## src/rtl/vend_pkg.sv

```systemverilog
package vend_pkg;

  localparam logic [2:0] CODE_NONE   = 3'b000;
  localparam logic [2:0] CODE_EXACT  = 3'b100;
  localparam logic [2:0] CODE_BACK5  = 3'b110;
  localparam logic [2:0] CODE_BACK10 = 3'b101;
  localparam logic [2:0] CODE_BACK15 = 3'b111;

  // Overpayment in nickel units -> release/change code, saturating at cap.
  function automatic logic [2:0] change_code(input int unsigned over_units,
                                             input int unsigned cap_units);
    int unsigned lim;
    lim = (over_units > cap_units) ? cap_units : over_units;
    case (lim)
      0:       return CODE_EXACT;
      1:       return CODE_BACK5;
      2:       return CODE_BACK10;
      default: return CODE_BACK15;
    endcase
  endfunction

endpackage

```

## src/rtl/vend_coin_decode.sv

```systemverilog
module vend_coin_decode #(
  parameter int unsigned NICKEL_UNITS  = 1,
  parameter int unsigned DIME_UNITS    = 2,
  parameter int unsigned QUARTER_UNITS = 5,
  parameter int unsigned VAL_W         = 3
) (
  input  logic             nickel,
  input  logic             dime,
  input  logic             quarter,
  output logic             one_coin,
  output logic             clash,
  output logic [VAL_W-1:0] value_units
);
  logic [1:0] pulses;

  always_comb begin
    pulses   = 2'(nickel) + 2'(dime) + 2'(quarter);
    one_coin = (pulses == 2'd1);
    clash    = (pulses > 2'd1);
    if (quarter)   value_units = VAL_W'(QUARTER_UNITS);
    else if (dime) value_units = VAL_W'(DIME_UNITS);
    else if (nickel) value_units = VAL_W'(NICKEL_UNITS);
    else           value_units = '0;
  end
endmodule

```

## src/rtl/vend_credit_next.sv

```systemverilog
module vend_credit_next
  import vend_pkg::*;
#(
  parameter int unsigned CREDIT_W    = 2,
  parameter int unsigned VAL_W       = 3,
  parameter int unsigned SUM_W       = 4,
  parameter int unsigned PRICE_UNITS = 4,
  parameter int unsigned CAP_UNITS   = 3
) (
  input  logic [CREDIT_W-1:0] credit,
  input  logic                one_coin,
  input  logic [VAL_W-1:0]    value_units,
  output logic [CREDIT_W-1:0] credit_nxt,
  output logic [2:0]          code_nxt,
  output logic                sale
);
  logic [SUM_W-1:0] total;
  logic [SUM_W-1:0] over;

  always_comb begin
    total = SUM_W'(credit) + SUM_W'(value_units);
    sale  = one_coin && (total >= SUM_W'(PRICE_UNITS));
    over  = total - SUM_W'(PRICE_UNITS);
    if (sale) begin
      credit_nxt = '0;
      code_nxt   = change_code(32'(over), CAP_UNITS);
    end else if (one_coin) begin
      credit_nxt = total[CREDIT_W-1:0];
      code_nxt   = CODE_NONE;
    end else begin
      credit_nxt = credit;
      code_nxt   = CODE_NONE;
    end
  end
endmodule

```

## src/rtl/vend_controller.sv

```systemverilog
module vend_controller #(
  parameter int unsigned UNIT_CENTS       = 5,
  parameter int unsigned NICKEL_CENTS     = 5,
  parameter int unsigned DIME_CENTS       = 10,
  parameter int unsigned QUARTER_CENTS    = 25,
  parameter int unsigned PRICE_CENTS      = 20,
  parameter int unsigned MAX_CHANGE_CENTS = 15
) (
  input  logic       clk,
  input  logic       rst,
  input  logic       coin_nickel,
  input  logic       coin_dime,
  input  logic       coin_quarter,
  output logic [2:0] vend_code
);
  localparam int unsigned PRICE_UNITS   = PRICE_CENTS / UNIT_CENTS;
  localparam int unsigned QUARTER_UNITS = QUARTER_CENTS / UNIT_CENTS;
  localparam int unsigned CREDIT_W      = $clog2(PRICE_UNITS);
  localparam int unsigned VAL_W         = $clog2(QUARTER_UNITS + 1);
  localparam int unsigned SUM_W         = $clog2(PRICE_UNITS + QUARTER_UNITS);
  localparam int unsigned CAP_UNITS     = MAX_CHANGE_CENTS / UNIT_CENTS;

  logic [CREDIT_W-1:0] credit_q, credit_nxt;
  logic [2:0]          code_nxt;
  logic [VAL_W-1:0]    coin_value;
  logic                coin_single, coin_clash, sale_fire;

  vend_coin_decode #(
    .NICKEL_UNITS (NICKEL_CENTS / UNIT_CENTS),
    .DIME_UNITS   (DIME_CENTS / UNIT_CENTS),
    .QUARTER_UNITS(QUARTER_UNITS),
    .VAL_W        (VAL_W)
  ) u_decode (
    .nickel     (coin_nickel),
    .dime       (coin_dime),
    .quarter    (coin_quarter),
    .one_coin   (coin_single),
    .clash      (coin_clash),
    .value_units(coin_value)
  );

  vend_credit_next #(
    .CREDIT_W   (CREDIT_W),
    .VAL_W      (VAL_W),
    .SUM_W      (SUM_W),
    .PRICE_UNITS(PRICE_UNITS),
    .CAP_UNITS  (CAP_UNITS)
  ) u_next (
    .credit     (credit_q),
    .one_coin   (coin_single),
    .value_units(coin_value),
    .credit_nxt (credit_nxt),
    .code_nxt   (code_nxt),
    .sale       (sale_fire)
  );

  always_ff @(posedge clk) begin
    if (rst) begin
      credit_q  <= '0;
      vend_code <= 3'b000;
    end else begin
      credit_q  <= credit_nxt;
      vend_code <= code_nxt;
    end
  end
endmodule

```

## config.mk

```make
export PLATFORM = sky130hd
export DESIGN_NAME = vend_controller
export DESIGN_NICKNAME = d
export VERILOG_FILES = /design/src/rtl/vend_pkg.sv /design/src/rtl/vend_coin_decode.sv /design/src/rtl/vend_credit_next.sv /design/src/rtl/vend_controller.sv
export SDC_FILE = /design/constraint.sdc
export NUM_CORES = 1
export LEC_CHECK = 0
export ABC_AREA = 1
export ABC_CLOCK_PERIOD_IN_PS = 2300
export BUFFER_PORTS_ARGS = -buffer_cell sky130_fd_sc_hd__buf_2
export CORE_AREA = 2 2 39 41
export DETAILED_ROUTE_END_ITERATION = 16
export DIE_AREA = 0 0 41 43
export GPL_ROUTABILITY_DRIVEN = 0
export PLACE_DENSITY = 0.45
export RECOVER_POWER = 50
export REMOVE_ABC_BUFFERS = 1
export SYNTH_ARGS = -nofsm -noshare
export SYNTH_HDL_FRONTEND = slang
export SYNTH_HIERARCHICAL = 1
export SYNTH_SLANG_ARGS = --single-unit
```

## constraint.sdc

```tcl
create_clock -name clk -period 2.3 [get_ports clk]
set_input_delay 0.345 -clock clk [delete_from_list [all_inputs] [get_ports clk]]
set_output_delay 0.345 -clock clk [all_outputs]
set_load 0.005 [all_outputs]
```

## Word-level counts from Yosys, hierarchy flattened

Index checks and enable logic that the tools add are counted.

- Register bits after elaboration: 5
- Input port bits: 5
- Output and inout bits: 3
- Logic and storage cells: 21

- Add/sub/neg operators: 4
- Order comparisons: 2
- Equality and inequality tests: 3
- Multiplexer cells: 5
- Bitwise operators: 1
- Reduce and logical (&&, ||, !) cells: 4

Operators by type and width:

| cell | count |
|---|---|
| $eq A32 B1 Y1 const B | 1 |
| $eq A32 B2 Y1 const B | 1 |
| $logic_not A32 Y1 | 1 |
| $mux W3 | 2 |
| $pmux W2 S3 | 1 |
| $add A2 B3 Y4 | 1 |
| $ge A4 B3 Y1 const B | 1 |
| $gt A4 B2 Y1 const B | 1 |
| $mux W4 | 1 |
| $reduce_or A2 Y1 | 2 |
| $sub A4 B3 Y4 const B | 1 |
| $add A1 B1 Y2 | 1 |
| $add A2 B1 Y2 | 1 |
| $eq A2 B1 Y1 const B | 1 |
| $logic_and A1 B1 Y1 | 1 |
| $mux W1 | 1 |
| $not A1 Y1 | 1 |

## Depth between registers and ports, before layout

- Depth after elaboration: 9
- Depth in mapped cells: 16
- Depth with buffers taken out: 16

## By module

The synthesis kept the hierarchy.

By module, submodules not included:

| module | instances | cells an instance | area an instance (um^2) | sequential area each (um^2) |
|---|---|---|---|---|
| vend_credit_next | 1 | 34 | 195.2 | 0.0 |
| vend_controller | 1 | 15 | 137.6 | 100.1 |
| vend_coin_decode | 1 | 9 | 53.8 | 0.0 |

## Worst setup path after synthesis

OpenSTA, ideal clock, no wires.

- Kind: input-to-reg
- Start: input coin_dime
- End: register vend_code[0]
- Library setup time: 0.109 ns
- Data arrival time: 1.834 ns
- Required time: 2.191 ns
- Setup slack: 0.356 ns
- Cell stages on the path: 16
- Path buffers: 0
- Cells stage by stage: inv_1 nand2_1 nand2_1 ha_1 fa_1 inv_1 nand2_2 nand2_1 inv_1 ha_1 inv_1 nand3_2 nor2_1 nor2_1 inv_1 nor2_1

- Cells in the longest elaborated chain, start to end: 8
- Elaborated cells between the ends (all ways): 17
- Those cells by class: add/sub: 4; order compare: 2; eq/ne: 3; mux: 4; bitwise: 1; reduce/logical: 3

Ends and longest elaborated chain:

| element | line | RTL |
|---|---|---|
| start: declaration | vend_controller.sv:12 | `input logic coin_dime,` |
| $mux W3 (*) | vend_coin_decode.sv:21 | `else if (dime) value_units = VAL_W'(DIME_UNITS);` |
| $mux W3 (*) | vend_coin_decode.sv:20 | `if (quarter) value_units = VAL_W'(QUARTER_UNITS);` |
| net coin_value[0] | vend_controller.sv:25 | `logic [VAL_W-1:0] coin_value;` |
| $add A2 B3 Y4 (*) | vend_credit_next.sv:21 | `total = SUM_W'(credit) + SUM_W'(value_units);` |
| $sub A4 B3 Y4 | vend_credit_next.sv:23 | `over = total - SUM_W'(PRICE_UNITS);` |
| $gt A4 B2 Y1 | vend_pkg.sv:13 | `lim = (over_units > cap_units) ? cap_units : over_units;` |
| $mux W4 | vend_pkg.sv:13 |  |
| $eq A32 B2 Y1 (tied with other cells) | vend_pkg.sv:14 | `case (lim)` |
| $pmux W2 S3 | vend_pkg.sv:14 |  |
| end signal: assignment | vend_controller.sv:63 | `vend_code <= code_nxt;` |
| end: declaration | vend_controller.sv:14 | `output logic [2:0] vend_code` |

Mark *: on every way through the listed nets, which the timed path passes. The rest lies on a longest branch.
A chain may end at the register's enable or synchronous reset.

## Worst setup path after layout

- Start: input coin_dime
- End: register vend_code[1]

The elaborated chain is that of the path after synthesis.

==> flow_summary.toml <==
[setup_path]
reg2reg_setup_slack_ns = 0.41
r2r_cells = 13
critPathLaunchType = "input port"
r2r_end = "vend_code[1]"
critPathArrivalTime_ns = 2.07
crit_type = "input port to flop"
required_ns = 2.43
crit_path_max_fanout = 2
end_kind = "flop"
reg2reg_from = "credit_q[0]"
critPathLaunch = "coin_dime"

[logic_synthesis]
ys_seq_area_share_pct = 25.9
ys.warnings.count = 6
synth.distinct_cells = 10
synthMuxAreaShare_pct = 0
syn_area_um2 = 387
syn_inst = 58
synthXorXnorAreaFrac_pct = 0
synth-adder-area-share_pct = 23.3
synth_top_family_by_area = "simple AND/OR/NAND/NOR gates"
synth_area_per_cell_um2 = 6.67
ys_seq_elements = 5
synth_compound_area_share_pct = 3.88
yosys.area_share.simple_pct = 26.5

[finish]
nets = 79
final_common_cell = "inv_1"
num_antenna_cells = 0
fin_util_pct = 32.7
layout_common_cells = "17 x inv_1, 13 x nor2_1, 10 x nand2_1"
area_growth_pct = 17.2
layout-drive-gt1-share_pct = 17.9

[route]
routed_wl_um = 629
drt-initial-drc-count = 8
via_count = 333
via_per_inst = 4.01
ant_nets = 0
dr.pass1.iters = 2
routedWlPerCell_um = 7.58
drc = 0

[grt]
grt_pass1_vias = 326
antenna_found_initial = 0
grt_pass1_wl_um = 1100
gr-usage-all-layers_pct = 9.05
grt-ovfl-total = 0
grt_max_degree = 7

[floorplanning]
die_x_um = 41
initial_core_util_pct = 27.9
die_h_um = 43
die_area_mm2 = 0.00176
num_io_pins = 8
coreArea_mm2 = 0.00138
num_rows = 14

[cts]
numClockSinks = 5
cts-root-buf = "clkbuf_4"
holdBufCountCts = 0
cts_setup_buffers = 0
clk_pin_slew_ns = 0.04
cts_buffers = 3
cts_tree = "built"
cts_buffer_depth = 2
postCtsResizedCells = 0
insertion_delay_ns = 0.24
htree_levels = 1

[timing]
relSlewSlack_pct = 80.1
rsz0062_at_grt = "no"
period_share_pct = 84.4
setup_violations = 0
layout_min_cycle_time_ns = 1.94
fmax_ghz = 0.515
clock_skew_ns = 0.00105
worst_pin_slew_ns = 0.296
maxSlewViolCount = 0
final_hold_viol_count = 0
setup_slack_ns = 0.358
totalNegativeSetupSlack_ns = 0

[hold_path]
worstHoldPathType = "input port to flop"
holdPathEnd = "credit_q[0]"
whs_path_depth = 2
hold_start = "rst"

[power]
ir_worst_vdd_mv = 0.195
p_per_area_mw_per_mm2 = 588
leakage_nw = 0.271
power_w = 0.000266

[status]
outcome = "complete, no violations"

[placement]
port_buffers = 7
dpl.hpwl_um = 527
post-place-ws_ns = 0.0952

[run]
maxCapViolations = 0
==> cell usage after synthesis <==
cell type | count | area [um^2]
fa_1 | 2 | 40.0
nor2_1 | 13 | 48.8
nand2_2 | 1 | 6.26
buf_4 | 2 | 15.0
dfxtp_1 | 5 | 100
inv_1 | 17 | 63.8
ha_1 | 4 | 50.1
o21ai_0 | 3 | 15.0
nand3_2 | 1 | 10.0
nand2_1 | 10 | 37.5
==> how the worst max path moves through the flow <==
stage                   end  slack, ns
2_1_floorplan  vend_code[0]       0.36
3_3_place_gp   vend_code[0]       0.11
3_5_place_dp   vend_code[1]        0.1
4_1_cts        vend_code[1]       0.35
5_1_grt        vend_code[1]       0.11
6_report       vend_code[1]       0.36
==> area by class of cell <==
type                            instances  area [um^2]
Tap cell                               16         20.0
Timing Repair Buffer                    7         35.0
Sequential cell                         5          100
Clock buffer                            4         26.3
Inverter                               17         63.8
Multi-Input combinational cell         34          208
Fill cell                             159          931
==> per-layer routing <==
metal	global-route usage [%]	up-vias	part of all wire [%]
met1	10.0	150	51
met3	3.14	0	1.6
met5	0	-	0
li1	-	181	-
met4	4.00	0	0
met2	14.7	2	47
==> cell families (layout without fill, tap and decap cells) <==
| family | count (synthesis) | count (layout) |
|---|---|---|
| and+or+nand+nor | 25 | 25 |
| buffers and inverters | 19 | 28 |
| DFF | 5 | 5 |
| adders and majority gates | 6 | 6 |
| AOI/OAI and AO/OA | 3 | 3 |
==> power breakdown <==
| group | internal [W] | leakage (nW) | switching [W] |
|---|---|---|---|
| clock network | 0.0000655 | 0.0150 | 0.0000339 |
| registers | 0.0000941 | 0.0409 | 0.00000383 |
| logic | 0.0000274 | 0.215 | 0.0000416 |
==> sequential cells by signal (all words and copies together), names as in the netlist <==
signal	cells
credit_q	2
vend_code	3
==> worst max-delay path, stage by stage <==
cell and delay (ns):
buf_2 0.10, inv_1 0.05, nand2_1 0.05, nand2_1 0.05, ha_1 0.21, fa_1 0.38, inv_1 0.08, nand2_2 0.06
nand2_1 0.07, inv_1 0.05, ha_1 0.26, inv_1 0.06, nand3_2 0.07, nor2_1 0.11, nor2_1 0.05, inv_1 0.04
nor2_1 0.03
==> stage by stage <==
step                      hold WS, ns  area, um^2  std cells
after global placement          0.577         427         79
after CTS                       0.321         453         83
after floorplan                 0.416         372         56
after global routing            0.330         453         83
after detailed placement        0.574         427         79
final                           0.326         453         83
No activity file was read; power rests on OpenSTA's default activity.
